$ cat config.mk
export PLATFORM = sky130hd
export DESIGN_NAME = fifo_lvl_irq
export DESIGN_NICKNAME = d
export VERILOG_FILES = /design/src/rtl/fli_pkg.sv /design/src/rtl/fli_regs.sv /design/src/rtl/fli_thresh.sv /design/src/rtl/fli_cross.sv /design/src/rtl/fifo_lvl_irq.sv
export SDC_FILE = /design/constraint.sdc
export NUM_CORES = 1
export LEC_CHECK = 0
export ABC_AREA = 1
export BUFFER_PORTS_ARGS = -buffer_cell sky130_fd_sc_hd__buf_2
export CAP_MARGIN = 20
export CORE_MARGIN = 2
export CORE_UTILIZATION = 41
export DETAILED_ROUTE_END_ITERATION = 16
export PLACE_DENSITY = 0.77
export SLEW_MARGIN = 0
export SYNTH_ARGS = -nofsm -noshare
export SYNTH_HDL_FRONTEND = slang
export SYNTH_HIERARCHICAL = 1
export SYNTH_SLANG_ARGS = --single-unit
$ cat constraint.sdc
create_clock -name clk -period 1.5 [get_ports clk]
set_input_delay 0 -clock clk [delete_from_list [all_inputs] [get_ports clk]]
set_output_delay 0 -clock clk [all_outputs]
set_load 0.03 [all_outputs]
$ cat src/rtl/fli_pkg.sv
package fli_pkg;

    localparam int SEL_W   = 3;
    localparam int REG_DW  = 32;
    localparam int ADDR_W  = 2;

    localparam logic [ADDR_W-1:0] ADDR_SEL = 2'd0;
    localparam logic [ADDR_W-1:0] ADDR_CLR = 2'd1;

    localparam int CLR_RX_BIT = 0;
    localparam int CLR_TX_BIT = 1;

    localparam logic [SEL_W-1:0] SEL_RESET = 3'b010;

    // Packed so the receive field lands in bits 5:3 and transmit in 2:0
    typedef struct packed {
        logic [SEL_W-1:0] rx_sel;
        logic [SEL_W-1:0] tx_sel;
    } sel_regs_t;

    localparam int SEL_REG_W = $bits(sel_regs_t);

endpackage

$ cat src/rtl/fli_regs.sv
module fli_regs
    import fli_pkg::*;
(
    input  logic                  clk,
    input  logic                  rst_n,
    input  logic                  reg_wr,
    input  logic [ADDR_W-1:0]     reg_addr,
    input  logic [REG_DW-1:0]     reg_wdata,
    output logic [REG_DW-1:0]     reg_rdata,
    output logic [SEL_W-1:0]      rx_sel,
    output logic [SEL_W-1:0]      tx_sel,
    output logic                  rx_clr,
    output logic                  tx_clr
);

    typedef struct packed {
        sel_regs_t sel;
    } regs_state_t;

    regs_state_t st_d, st_q;
    logic        wr_sel, wr_clr;
    logic        wdata_unused;

    assign wdata_unused = ^reg_wdata[REG_DW-1:SEL_REG_W];

    always_comb begin
        wr_sel = reg_wr && (reg_addr == ADDR_SEL);
        wr_clr = reg_wr && (reg_addr == ADDR_CLR);
        st_d   = st_q;
        if (wr_sel) begin
            st_d.sel = sel_regs_t'(reg_wdata[SEL_REG_W-1:0]);
        end
    end

    always_ff @(posedge clk or negedge rst_n) begin
        if (!rst_n) begin
            st_q.sel.rx_sel <= SEL_RESET;
            st_q.sel.tx_sel <= SEL_RESET;
        end else begin
            st_q <= st_d;
        end
    end

    always_comb begin
        reg_rdata = '0;
        if (reg_addr == ADDR_SEL) begin
            reg_rdata[SEL_REG_W-1:0] = st_q.sel;
        end
    end

    assign rx_sel = st_q.sel.rx_sel;
    assign tx_sel = st_q.sel.tx_sel;
    assign rx_clr = wr_clr && reg_wdata[CLR_RX_BIT];
    assign tx_clr = wr_clr && reg_wdata[CLR_TX_BIT];


    sel_write_chk: assert property (@(posedge clk) disable iff (!rst_n)
        (reg_wr && reg_addr == ADDR_SEL) |=>
            ({rx_sel, tx_sel} == $past(reg_wdata[SEL_REG_W-1:0])));


    sel_hold_chk: assert property (@(posedge clk) disable iff (!rst_n)
        !(reg_wr && reg_addr == ADDR_SEL) |=> $stable({rx_sel, tx_sel}));

endmodule

$ cat src/rtl/fli_thresh.sv
module fli_thresh
    import fli_pkg::*;
#(
    parameter int DEPTH  = 16,
    parameter int CNT_W  = $clog2(DEPTH + 1),
    parameter bit RISING = 1'b1
) (
    input  logic [SEL_W-1:0]  sel,
    output logic [CNT_W-1:0]  thr,
    output logic              thr_ok
);

    localparam int LVL_EIGHTH   = DEPTH / 8;
    localparam int LVL_QUARTER  = DEPTH / 4;
    localparam int LVL_HALF     = DEPTH / 2;
    localparam int LVL_3QUARTER = (DEPTH * 3) / 4;
    localparam int LVL_7EIGHTH  = (DEPTH * 7) / 8;
    localparam int LVL_END      = RISING ? DEPTH : 0;

    always_comb begin
        thr    = '0;
        thr_ok = 1'b1;
        unique case (sel)
            3'd0:    thr = CNT_W'(LVL_EIGHTH);
            3'd1:    thr = CNT_W'(LVL_QUARTER);
            3'd2:    thr = CNT_W'(LVL_HALF);
            3'd3:    thr = CNT_W'(LVL_3QUARTER);
            3'd4:    thr = CNT_W'(LVL_7EIGHTH);
            3'd5:    thr = CNT_W'(LVL_END);
            default: thr_ok = 1'b0;
        endcase
    end

    initial begin
        thr_depth_chk: assert (DEPTH % 8 == 0 && DEPTH >= 8);
    end

endmodule

$ cat src/rtl/fli_cross.sv
module fli_cross #(
    parameter int CNT_W  = 5,
    parameter bit RISING = 1'b1
) (
    input  logic              clk,
    input  logic              rst_n,
    input  logic [CNT_W-1:0]  count,
    input  logic              strobe,
    input  logic [CNT_W-1:0]  thr,
    input  logic              thr_ok,
    input  logic              clr,
    output logic              irq
);

    typedef struct packed {
        logic [CNT_W-1:0] last;
        logic             pend;
    } cross_state_t;

    cross_state_t st_d, st_q;
    logic         hit;
    logic         set;
    logic [CNT_W-1:0] last_q;

    assign last_q = st_q.last;

    generate
        if (RISING) begin : g_rise
            assign hit = (last_q < thr) && (count >= thr);
        end else begin : g_fall
            assign hit = (last_q > thr) && (count <= thr);
        end
    endgenerate

    always_comb begin
        set  = strobe && thr_ok && hit;
        st_d = st_q;
        if (strobe) begin
            st_d.last = count;
        end
        st_d.pend = (st_q.pend && !clr) || set;
    end

    always_ff @(posedge clk or negedge rst_n) begin
        if (!rst_n) begin
            st_q <= '0;
        end else begin
            st_q <= st_d;
        end
    end

    assign irq = st_q.pend;


    irq_needs_strobe_chk: assert property (@(posedge clk) disable iff (!rst_n)
        $rose(irq) |-> $past(strobe));


    irq_needs_valid_chk: assert property (@(posedge clk) disable iff (!rst_n)
        $rose(irq) |-> $past(thr_ok));


    irq_fall_by_clear_chk: assert property (@(posedge clk) disable iff (!rst_n)
        $fell(irq) |-> $past(clr));


    last_hold_chk: assert property (@(posedge clk) disable iff (!rst_n)
        !strobe |=> $stable(last_q));

    generate
        if (RISING) begin : g_rise_chk

            rise_sense_chk: assert property (@(posedge clk) disable iff (!rst_n)
                $rose(irq) |-> ($past(last_q) < $past(thr)) && ($past(count) >= $past(thr)));
        end else begin : g_fall_chk

            fall_sense_chk: assert property (@(posedge clk) disable iff (!rst_n)
                $rose(irq) |-> ($past(last_q) > $past(thr)) && ($past(count) <= $past(thr)));
        end
    endgenerate

endmodule

$ cat src/rtl/fifo_lvl_irq.sv
module fifo_lvl_irq
    import fli_pkg::*;
#(
    parameter int DEPTH = 16,
    parameter int CNT_W = $clog2(DEPTH + 1)
) (
    input  logic               clk,
    input  logic               rst_n,
    input  logic [CNT_W-1:0]   rx_count,
    input  logic               rx_push,
    input  logic               rx_pop,
    input  logic [CNT_W-1:0]   tx_count,
    input  logic               tx_push,
    input  logic               tx_pop,
    input  logic               reg_wr,
    input  logic [ADDR_W-1:0]  reg_addr,
    input  logic [REG_DW-1:0]  reg_wdata,
    output logic [REG_DW-1:0]  reg_rdata,
    output logic               rx_irq,
    output logic               tx_irq
);

    localparam int N_DIR = 2;

    logic [N_DIR-1:0][CNT_W-1:0] cnt_a;
    logic [N_DIR-1:0][CNT_W-1:0] thr_a;
    logic [N_DIR-1:0][SEL_W-1:0] sel_a;
    logic [N_DIR-1:0]            strb_a;
    logic [N_DIR-1:0]            clr_a;
    logic [N_DIR-1:0]            ok_a;
    logic [N_DIR-1:0]            irq_a;
    logic [SEL_W-1:0]            rx_sel, tx_sel;
    logic                        rx_clr, tx_clr;

    fli_regs u_regs (
        .clk       (clk),
        .rst_n     (rst_n),
        .reg_wr    (reg_wr),
        .reg_addr  (reg_addr),
        .reg_wdata (reg_wdata),
        .reg_rdata (reg_rdata),
        .rx_sel    (rx_sel),
        .tx_sel    (tx_sel),
        .rx_clr    (rx_clr),
        .tx_clr    (tx_clr)
    );

    // Index 0 is the receive direction, index 1 the transmit direction
    assign cnt_a  = {tx_count, rx_count};
    assign sel_a  = {tx_sel, rx_sel};
    assign strb_a = {tx_push | tx_pop, rx_push | rx_pop};
    assign clr_a  = {tx_clr, rx_clr};

    for (genvar g = 0; g < N_DIR; g++) begin : g_dir
        localparam bit RISE = (g == 0);

        fli_thresh #(
            .DEPTH  (DEPTH),
            .CNT_W  (CNT_W),
            .RISING (RISE)
        ) u_thr (
            .sel    (sel_a[g]),
            .thr    (thr_a[g]),
            .thr_ok (ok_a[g])
        );

        fli_cross #(
            .CNT_W  (CNT_W),
            .RISING (RISE)
        ) u_cross (
            .clk    (clk),
            .rst_n  (rst_n),
            .count  (cnt_a[g]),
            .strobe (strb_a[g]),
            .thr    (thr_a[g]),
            .thr_ok (ok_a[g]),
            .clr    (clr_a[g]),
            .irq    (irq_a[g])
        );
    end

    assign rx_irq = irq_a[0];
    assign tx_irq = irq_a[1];


    sel_write_quiet_chk: assert property (@(posedge clk) disable iff (!rst_n)
        (reg_wr && !(rx_push | rx_pop)) |=> !$rose(rx_irq));

endmodule

==> Yosys cells after proc, flatten, opt, wreduce, memory -nomap -nowiden <==
Cells that the tools add are included.
{ "op_classes": {"magnitude_cmp": 4, "eq_ne": 11, "n_mux": 5, "bitwise": 2, "reduce_logical": 21} }
{ "op_table": {"columns": ["operator", "n"], "rows": [
  ["5-bit one-hot mux with 6 select lines", 1],
  ["4-bit one-hot mux with 5 select lines", 1],
  ["3-bit by 2-bit == test with 1-bit output, second input constant", 4],
  ["3-bit == test, second input constant", 4],
  ["1-bit logical AND", 12],
  ["6-bit OR reduction", 2],
  ["3-bit by 1-bit == test with 1-bit output, second input constant", 2],
  ["3-bit logical NOT", 2],
  ["6-bit 2-to-1 mux", 1],
  ["5-bit >= comparator", 1],
  ["5-bit by 4-bit greater-than comparator with 1-bit output", 1],
  ["5-bit by 4-bit less-or-equal comparator with 1-bit output", 1],
  ["5-bit < comparator", 1],
  ["2-bit by 1-bit == test with 1-bit output, second input constant", 1],
  ["1-bit logical NOT", 2],
  ["2-bit logical NOT", 1],
  ["1-bit logical OR", 2],
  ["1-bit 2-to-1 mux", 2],
  ["1-bit OR", 2]
]} }
{ "word_totals": {"reg_bits": 18, "inputBits": 51, "out_inout_bits": 34, "elab_cells": 49} }

==> Depth between registers and ports, before layout <==
Gate-level depths: netlist (run 1).
{ "logic_depth": {"ltp_word": 6, "ltp_mapped": 13, "ltp_nobuf": 13} }

==> By module <==
The synthesis (run 1) kept the hierarchy.
{ "by_module_without_submodules": {"columns": ["module", "instances", "cells_each", "area_per_inst_um2", "seq_area_each_um2"], "rows": [
  ["fli_regs", 1, 72, 534.3, 152.6],
  ["fli_cross at g_dir[1].u_cross", 1, 62, 504.2, 150.1],
  ["fli_cross at g_dir[0].u_cross", 1, 56, 462.9, 150.1],
  ["fli_thresh at g_dir[0].u_thr", 1, 13, 55.1, 0.0],
  ["fli_thresh at g_dir[1].u_thr", 1, 11, 51.3, 0.0],
  ["fifo_lvl_irq", 1, 6, 22.5, 0.0]
]} }

==> Worst setup path before layout (run 1) <==
Ideal clock, no wire load.
{ "synth_timing": {"path_kind": "register -> register", "start": "register, netlist name u_regs/tx_sel[1]", "end": "register g_dir[1].u_cross.st_q (netlist bit g_dir[1].u_cross/irq)", "setup_time_ns": 0.117, "t_arrival_ns": 1.396, "required_ns": 1.383, "slack_ns": -0.013, "path_stages_with_launch": 14, "path_buffers": 0, "synth_period_minus_slack_ns": 1.513, "path_cell_list": "dfstp_2 nor2_2 nand2_1 nand2_1 inv_1 ha_1 nand2_1 inv_1 nand2_1 nand2_1 nor2_1 nor2_1 nand2_1 nand2_1"} }
{ "synth_rtl": {"columns": ["item", "line", "text"], "rows": [
  ["to (signal assigned)", "fli_cross.sv:48", "st_q <= st_d;"],
  ["to (decl)", "fli_cross.sv:20", "cross_state_t st_d, st_q;"]
]} }

==> results of run 1 <==
## cells in the final DEF (no fill, tap or decap), types with 2 or more instances in the layout
cell type,instances
nand2_1,56
inv_1,34
buf_2,32
conb_1,29
dfrtp_1,16
dlygate4sd3_1,13
ha_1,11
buf_4,10
nor2_1,10
mux2_2,8
ha_4,8
inv_2,7
nand3_1,7
nand2_2,6
clkbuf_8,4
a21oi_2,3
a21oi_1,3
nor2_2,3
nand4_1,2
o21ai_0,2
nand2_4,2
dfstp_2,2
## logic make-up after synthesis
group	after synthesis
AO/OA/AOI/OAI	8
adder cells (fa/ha/maj)	19
buffers and inverters	73
flip-flops	18
multiplexers	8
other	3
AND/OR/NAND/NOR	91
## critical path, cell delays in order (launching register included)
cell and delay, ps:
dfstp_2 550, nor2_2 50, nand2_1 70, nand2_1 60, inv_2 100, ha_4 210
nand2_1 60, nand2_1 50, nand2_2 50, nand2_1 50, nor2_1 80, nor2_1 40
nand2_1 60, nand2_1 40
## through the flow
| step | instance area [um2] | hold slack [ps] |
|---|---|---|
| final | 2120 | 3.26 |
| after detailed placement | 1770 | -39.6 |
| after floorplan | 1730 | -296 |
| after CTS | 2050 | 1.10 |
| after global placement | 1770 | -43.8 |
| after global routing | 2120 | 7.76 |
## worst max-delay path by stage
stage / start / end / slack [ps] / cells past startpoint
3_3_place_gp: u_regs/tx_sel[1]$_DFFE_PN1P_ / g_dir[1].u_cross/irq$_DFF_PN0_ / -60 / 11
3_5_place_dp: u_regs/tx_sel[1]$_DFFE_PN1P_ / g_dir[1].u_cross/irq$_DFF_PN0_ / -90 / 13
4_1_cts: u_regs/tx_sel[1]$_DFFE_PN1P_ / g_dir[1].u_cross/irq$_DFF_PN0_ / -80 / 13
5_1_grt: u_regs/tx_sel[1]$_DFFE_PN1P_ / g_dir[1].u_cross/irq$_DFF_PN0_ / -210 / 13
2_1_floorplan: u_regs/tx_sel[1]$_DFFE_PN1P_ / g_dir[1].u_cross/irq$_DFF_PN0_ / -10 / 13
6_report: u_regs/tx_sel[1]$_DFFE_PN1P_ / g_dir[1].u_cross/irq$_DFF_PN0_ / -100 / 13
## registers in the layout (all words and copies together) (netlist names)
name and flops:
g_dir.u_cross/last_q 10, u_regs/rx_sel 3, u_regs/tx_sel 3, g_dir.u_cross/irq 2
## synthesized netlist by cell type (all sizes together)
library cell / count
dfrtp: 16
inv: 41
buf: 32
mux2: 8
nor3: 1
a21oi: 6
nand4: 2
nand3: 8
o21ai: 2
dfstp: 2
nor2: 15
nand2: 64
ha: 19
nand3b: 1
conb: 3
## layout make-up
| type | instances | share of cell area [%] |
|---|---|---|
| clock buffer | 4 | 2.60 |
| tap | 48 | 2.83 |
| inverter | 41 | 7.26 |
| sequential | 18 | 21.4 |
| multi-input combinational | 155 | 48.2 |
| timing repair buffer | 56 | 17.8 |
## report_power, final
part | leakage (nW) | internal (W) | switching (W)
clock network | 0.0288 | 0.000233 | 0.000170
registers | 0.209 | 0.000560 | 0.0000511
logic | 0.953 | 0.000399 | 0.000568
## what timing repair did
item,in CTS,in global routing
setup buffers,3,0
gates resized for setup,14,14
endpoints found under the hold margin,30,0
setup endpoints to repair,2,2
pin swaps,12,18
hold buffers,13,0
cloned,0,0
## routing by layer
layer	vias to the layer above	share of wire (%)	global-route usage [%]	wire length [um]
met5	-	0	0	0
met3	0	5.8	2.87	190
li1	719	-	-	-
met2	51	50	29.2	1640
met1	579	44	18.4	1430
met4	0	0	3.83	0
==> run_results.csv, run 1 <==
group,metric,value,unit
worst_setup_path,cp_data_arrival_time,1750,ps
detailed_routing,drt_wl_total,3260,um
grt,grt_pass1_vias,1296,
die,initial_core_util,43.5,%
place,hpwl,2230,um
cts,cts_buffers,3,
place,dp_cells,302,
hold_path,hold_class,"in -> reg",
place,globalplace.congestion,0.802,
place,post-place-ws,-90.1,ps
worst_setup_path,path_class,"reg -> reg",
worst_setup_path,r2r-end,"g_dir[1].u_cross/irq$_DFF_PN0_",
hold_path,whs_endpoint,"g_dir[0].u_cross/last_q[1]$_DFFE_PN0P_",
worst_setup_path,reg2reg_depth,13,
synthesis,ys_top_cells_by_area,"dfrtp_1, ha_1, nand2_1",
worst_setup_path,crit_path_start_kind,"flop",
synthesis,synth_cells,220,
synthesis,synth_area,1630,um2
synthesis,yosys.area_share.simple,24.7,%
final_layout,multi_input_area,1020,um2
worst_setup_path,crit_path_max_fanout,3,
worst_setup_path,critPathRequiredTime,1650,ps
detailed_routing,ant_nets,0,
synthesis,ys_types,22,
timing,slew_violations,0,
detailed_routing,first_pass_iters,4,
final_layout,ff_latch_area,453,um2
synthesis,synth_top_area_share,24.6,%
status,outcome,"finished with violations",
detailed_routing,num_vias,1349,
synthesis,yosysSeqAreaShare,27.8,%
final_layout,antennaDiodeCount,0,
cts,insertion_delay,250,ps
grt,grt_max_degree,19,
timing,final-hold-violation-count,0,
die,die_h,67.1,um
cts,htree_levels,1,
timing,setup_ws,-96.7,ps
timing,period_minus_slack,1600,ps
worst_setup_path,reg2reg_setup_slack,-100,ps
die,die_x,67.1,um
grt,grt_pass1_wl,5420,um
power,powerDensity,934,nW/um2
cts,cts_tree,"yes",
detailed_routing,initialDrtViolationCount,25,
synthesis,synth_seq_cells,18,
detailed_routing,wl_per_cell,10.1,um
grt,track_usage,15.8,%
grt,grt_overflow_total,0,
final_layout,post-route-util,56.6,%
synthesis,synth-xor-area-share,0,%
synthesis,synth_mux_area_share,5.53,%
power,ir_drop,432,uV
worst_setup_path,crit_path_end_kind,"flop",
timing,rsz0062_at_grt,"true",
timing,fmax,626,MHz
timing,setup-violations-final,2,
power,finalPower,0.00198,W
final_layout,fin_cells,322,
flow_run,max-cap-violations,0,
die,rows,22,
final_layout,fin_nets,345,
die,dieArea,4500,um2
synthesis,synth-adder-area-share,14.6,%
cts,cts.sinks,18,
final_layout,area_growth,30.0,%
die,pin_count,85,
power,leakagePower,1.19,nW
final_layout,fillers,325,
grt,antenna_found_initial,0,
synthesis,yosys_warnings,6,
cts,cts-root-buf,"clkbuf_8",
synthesis,syn_avg_cell_area,7.41,um2
synthesis,synth_top_family_by_area,"simple AND/OR/NAND/NOR gates",
cts,clk_pin_slew_worst_paths,70,ps
detailed_routing,drc,0,
die,core_area,3740,um2
synthesis,synth_compound_area_share,2.46,%
final_layout,drive_gt1_share,32.8,%
timing,setup-tns-final,-191,ps
hold_path,min_from,"rx_count[1]",
worst_setup_path,rr_startpoint,"u_regs/tx_sel[1]$_DFFE_PN1P_",
synthesis,synth_area_leader_cell,"dfrtp_1",
status,violations,"negative setup slack",
timing,fin_crit_sh,106,%
hold_path,whs_path_depth,2,
cts,clk_path_buf_depth,2,
timing,skew,1.21,ps
detailed_routing,routed_via_density,4.19,
place,portBuffers,32,
(Power assumes the default switching activity.)
==> inputs of run 2 (changes only) <==
--- a/config.mk
+++ b/config.mk
@@ -8,7 +8,6 @@
 export ABC_AREA = 1
 export BUFFER_PORTS_ARGS = -buffer_cell sky130_fd_sc_hd__buf_2
 export CAP_MARGIN = 20
-export CORE_MARGIN = 2
 export CORE_UTILIZATION = 41
 export DETAILED_ROUTE_END_ITERATION = 16
 export PLACE_DENSITY = 0.77
==> run 2 against run 1 <==
The flow still finishes with violations (negative setup slack). Non-clock buffer count is 2 higher. Design area up 1.4%. Die area shrank 5.9%. Core utilization up 0.80 points. Count of clock-buffer cells in the layout is the same. Hold slack improved by 31 ps. Fmax fell by 1.8%. Register-to-register slack got worse by 30 ps. Flip-flop and latch count is the same. Highest routed layer is now met4. Combinational power is 2.5% higher. Cell count is 0.62% higher. First-iteration DRC count rose by 56%.
==> run_results.csv, run 2 (synthesis results as in run 1) <==
group,metric,value,unit
status,outcome,"finished with violations",
status,violations,"negative setup slack",
worst_setup_path,critPathRequiredTime,1710,ps
worst_setup_path,crit_path_start_kind,"flop",
worst_setup_path,path_class,"reg -> reg",
detailed_routing,num_vias,1374,
final_layout,final_common_cell,"nand2_1",
detailed_routing,first_pass_iters,4,
worst_setup_path,rr_startpoint,"u_regs/rx_sel[1]$_DFFE_PN1P_",
worst_setup_path,r2r-end,"g_dir[0].u_cross/irq$_DFF_PN0_",
timing,rsz0062_at_grt,"true",
place,hpwl,2250,um
die,core_area,3740,um2
detailed_routing,drt_wl_total,3540,um
die,rows,22,
detailed_routing,initialDrtViolationCount,39,
timing,slew_violations,0,
worst_setup_path,cp_data_arrival_time,1830,ps
worst_setup_path,reg2reg_depth,11,
timing,fmax,615,MHz
final_layout,antennaDiodeCount,0,
grt,grt_pass1_wl,5470,um
die,dieArea,4230,um2
hold_path,hold_class,"in -> reg",
final_layout,drive_gt1_share,32.6,%
timing,skew,4.51,ps
cts,cts-root-buf,"clkbuf_8",
grt,track_usage,17.1,%
power,leakagePower,1.20,nW
power,ir_drop,477,uV
cts,insertion_delay,260,ps
detailed_routing,routed_via_density,4.24,
final_layout,fin_cells,324,
grt,grt_max_degree,19,
grt,grt_overflow_total,0,
final_layout,fillers,336,
grt,antenna_found_initial,0,
detailed_routing,wl_per_cell,10.9,um
power,powerDensity,938,nW/um2
timing,final-hold-violation-count,0,
final_layout,fin_nets,347,
final_layout,final_cell_mix,"nand2_1, inv_1, buf_2",
cts,htree_levels,1,
cts,cts_tree,"yes",
cts,clk_pin_slew_worst_paths,70,ps
final_layout,area_growth,31.8,%
worst_setup_path,crit_path_end_kind,"flop",
place,globalplace.congestion,0.820,
grt,grt_pass1_vias,1287,
place,dp_cells,304,
flow_run,max-cap-violations,0,
worst_setup_path,reg2reg_setup_slack,-130,ps
hold_path,whs_endpoint,"g_dir[1].u_cross/last_q[3]$_DFFE_PN0P_",
timing,period_minus_slack,1630,ps
die,initial_core_util,43.5,%
place,portBuffers,32,
timing,setup_ws,-125,ps
die,pin_count,85,
detailed_routing,ant_nets,0,
cts,clk_path_buf_depth,2,
final_layout,largest_reg_flops,10,
detailed_routing,drc,0,
hold_path,whs_path_depth,2,
hold_path,min_from,"tx_count[3]",
worst_setup_path,crit_path_max_fanout,3,
cts,cts_buffers,3,
power,finalPower,0.00202,W
cts,cts.sinks,18,
timing,setup-violations-final,2,
die,die_x,65.1,um
timing,hold_slack,34.2,ps
timing,fin_crit_sh,108,%
die,die_h,65.1,um
run 2: per-stage QoR:
step	TNS, ps	worst slack, ps	cell area, um2	utilization, %
floorplan	-12.6	-12.6	1730	-
global placement	-89.9	-67.0	1780	47.6
detailed placement	-158	-102	1780	47.6
CTS	-142	-93.7	2050	54.9
global route	-359	-180	2150	57.4
finish	-238	-125	2150	57.4
run 2: worst max-delay path by stage:
stage	cells after the start	end	start
global placement	13	g_dir[1].u_cross/irq$_DFF_PN0_	u_regs/tx_sel[1]$_DFFE_PN1P_
detailed placement	13	g_dir[1].u_cross/irq$_DFF_PN0_	u_regs/tx_sel[1]$_DFFE_PN1P_
floorplan	13	g_dir[1].u_cross/irq$_DFF_PN0_	u_regs/tx_sel[1]$_DFFE_PN1P_
CTS	11	g_dir[1].u_cross/irq$_DFF_PN0_	u_regs/tx_sel[1]$_DFFE_PN1P_
finish	11	g_dir[0].u_cross/irq$_DFF_PN0_	u_regs/rx_sel[1]$_DFFE_PN1P_
global route	11	g_dir[0].u_cross/irq$_DFF_PN0_	u_regs/rx_sel[1]$_DFFE_PN1P_
run 2: power breakdown:
| part | total [W] | switching [W] | internal, W |
|---|---|---|---|
| logic | 0.000990 | 0.000579 | 0.000411 |
| registers | 0.000616 | 0.0000560 | 0.000560 |
| clock network | 0.000410 | 0.000176 | 0.000234 |
run 2: final cells by class:
| cell class | count | area, um2 | share of cell area [%] |
|---|---|---|---|
| flip-flops and latches | 18 | 453 | 21.1 |
| multi-input cells | 155 | 1030 | 47.8 |
| repair buffers | 58 | 393 | 18.3 |
| inverters | 41 | 161 | 7.51 |
| well taps | 48 | 60.1 | 2.79 |
| clock buffers | 4 | 55.1 | 2.56 |
run 2: metal layers:
| layer | share of wire, % | up-vias | track usage [%] |
|---|---|---|---|
| met5 | 0 | - | 0 |
| met4 | 1.2 | 0 | 7.34 |
| met3 | 3.8 | 5 | 2.99 |
| met2 | 52 | 43 | 31.6 |
| met1 | 43 | 603 | 19.0 |
| li1 | - | 723 | - |
run 2: what timing repair did:
action                                  in CTS  in global routing
resized for setup                           11                 20
endpoints found under the setup margin       2                  2
hold buffers                                15                  0
setup buffers                                1                  0
pin swaps                                    7                 16
endpoints found under the hold margin       32                  0
run 2: critical path, stage by stage (launching register included):
cell	delay, ps
dfstp_2	570
buf_4	130
inv_1	50
nand2_1	60
nor2_1	60
inv_2	100
ha_4	200
nand2_1	60
nand4_1	80
a21oi_2	120
nand2_1	70
nand2_1	60
==> inputs of run 3 (changes only) <==
--- a/config.mk
+++ b/config.mk
@@ -11,6 +11,7 @@
 export CORE_UTILIZATION = 41
 export DETAILED_ROUTE_END_ITERATION = 16
 export PLACE_DENSITY = 0.77
+export SKIP_LAST_GASP = 1
 export SLEW_MARGIN = 0
 export SYNTH_ARGS = -nofsm -noshare
 export SYNTH_HDL_FRONTEND = slang
==> run 3 against run 2 <==
The flow still finishes with violations (negative setup slack). Sequential share of layout area is the same. Design area is the same. Fmax is essentially flat. Sequential power is essentially flat. Critical path depth is the same.
==> run_results.csv, run 3 (synthesis results as in run 1) <==
group,metric,value,unit
status,outcome,"finished with violations",
cts,cts.sinks,18,
cts,clk_pin_slew_worst_paths,80,ps
timing,setup_ws,-126,ps
timing,skew,5.85,ps
cts,cts-root-buf,"clkbuf_8",
worst_setup_path,rr_startpoint,"u_regs/rx_sel[1]$_DFFE_PN1P_",
final_layout,multi_input_area,1030,um2
worst_setup_path,crit_path_start_kind,"flop",
detailed_routing,wl_met1,1530,um
worst_setup_path,critPathRequiredTime,1710,ps
die,core_area,3740,um2
hold_path,min_from,"rx_count[4]",
cts,cts_tree,"yes",
detailed_routing,drc,0,
final_layout,final_common_cell,"nand2_1",
detailed_routing,first_pass_iters,4,
grt,grt_pass1_vias,1287,
final_layout,final_cell_mix,"nand2_1, inv_1, buf_2",
power,finalPower,0.00202,W
grt,grt_overflow_total,0,
final_layout,ff_latch_area,453,um2
cts,cts_buffers,3,
detailed_routing,routed_via_density,4.29,
hold_path,whs_endpoint,"g_dir[0].u_cross/last_q[4]$_DFFE_PN0P_",
final_layout,largest_reg_flops,10,
timing,fmax,615,MHz
power,powerDensity,938,nW/um2
status,violations,"negative setup slack",
detailed_routing,wl_per_cell,10.9,um
final_layout,area_growth,31.8,%
worst_setup_path,crit_path_max_fanout,3,
worst_setup_path,reg2reg_depth,11,
die,dieArea,4230,um2
worst_setup_path,path_class,"reg -> reg",
detailed_routing,route.met2.wl,1820,um
detailed_routing,drt_wl_total,3530,um
flow_run,max-cap-violations,0,
die,die_h,65.1,um
detailed_routing,num_vias,1390,
hold_path,whs_path_depth,2,
cts,htree_levels,1,
die,pin_count,85,
worst_setup_path,cp_data_arrival_time,1830,ps
grt,grt_max_degree,19,
cts,clk_path_buf_depth,2,
detailed_routing,ant_nets,0,
worst_setup_path,crit_path_end_kind,"flop",
die,initial_core_util,43.5,%
timing,period_minus_slack,1630,ps
timing,slew_violations,0,
worst_setup_path,r2r-end,"g_dir[0].u_cross/irq$_DFF_PN0_",
final_layout,fillers,336,
die,rows,22,
worst_setup_path,reg2reg_setup_slack,-130,ps
final_layout,fin_nets,347,
timing,rsz0062_at_grt,"true",
timing,final-hold-violation-count,0,
final_layout,antennaDiodeCount,0,
grt,antenna_found_initial,0,
die,die_x,65.1,um
final_layout,drive_gt1_share,32.6,%
cts,insertion_delay,260,ps
timing,setup-violations-final,2,
place,portBuffers,32,
final_layout,post-route-util,57.4,%
power,leakagePower,1.20,nW
detailed_routing,initialDrtViolationCount,43,
detailed_routing,wl_met3,133,um
place,hpwl,2250,um
place,post-place-ws,-102,ps
grt,grt_pass1_wl,5470,um
hold_path,hold_class,"in -> reg",
detailed_routing,highest_layer,"met4",
power,ir_drop,479,uV
place,globalplace.congestion,0.820,
grt,track_usage,17.1,%
timing,fin_crit_sh,108,%
==> run 3: cell counts in the layout (fill, tap and decap cells not counted) <==
Identical to the previous run, type by type.
==> run 3: where the power goes <==
group          total, W  internal [W]  switching, W
sequential     0.000616      0.000560     0.0000557
clock          0.000411      0.000234      0.000178
combinational  0.000990      0.000410      0.000580
total           0.00202       0.00120      0.000813
==> run 3: repair_timing <==
item / in CTS / in global routing
resized for setup: 10 / 21
setup buffers: 1 / 0
hold endpoints to repair: 32 / 0
hold buffers: 15 / 0
pin swaps: 6 / 15
setup endpoints to repair: 2 / 2
==> run 3: worst max path at each step <==
stage,startpoint,slack [ps],endpoint,depth (start not counted)
after CTS,u_regs/tx_sel[1]$_DFFE_PN1P_,-90,g_dir[1].u_cross/irq$_DFF_PN0_,11
after detailed placement,u_regs/tx_sel[1]$_DFFE_PN1P_,-100,g_dir[1].u_cross/irq$_DFF_PN0_,13
after global routing,u_regs/rx_sel[1]$_DFFE_PN1P_,-180,g_dir[0].u_cross/irq$_DFF_PN0_,11
after floorplan,u_regs/tx_sel[1]$_DFFE_PN1P_,-10,g_dir[1].u_cross/irq$_DFF_PN0_,13
after global placement,u_regs/tx_sel[1]$_DFFE_PN1P_,-70,g_dir[1].u_cross/irq$_DFF_PN0_,13
final,u_regs/rx_sel[1]$_DFFE_PN1P_,-130,g_dir[0].u_cross/irq$_DFF_PN0_,11
==> run 3: area by class of cell <==
class                      instances  area share [%]
inverter                          41            7.51
clock buffer                       4            2.56
sequential                        18            21.1
multi-input combinational        155            47.8
timing repair buffer              58            18.3
tap                               48            2.79
==> run 3: critical path: stages (launching register included) <==
cell     delay, ps
dfstp_2        570
buf_4          130
inv_1           50
nand2_1         60
nor2_1          60
inv_2           90
ha_4           200
nand2_1         60
nand4_1         80
a21oi_2        120
nand2_1         70
nand2_1         60
==> run 3: through the flow <==
stage | hold slack [ps] | cell area (um2) | std cells | TNS, ps
finish | 37.2 | 2150 | 324 | -230
global route | 34.6 | 2150 | 324 | -359
CTS | 2.28 | 2050 | 324 | -157
detailed placement | -35.1 | 1780 | 304 | -158
global placement | -46.7 | 1780 | 304 | -89.9
floorplan | -296 | 1730 | 246 | -12.6
==> run 3: metal layers <==
layer	vias to the layer above	global-route usage (%)
met5	-	0
met1	617	19.0
met3	5	2.99
li1	725	-
met4	0	7.34
met2	43	31.6
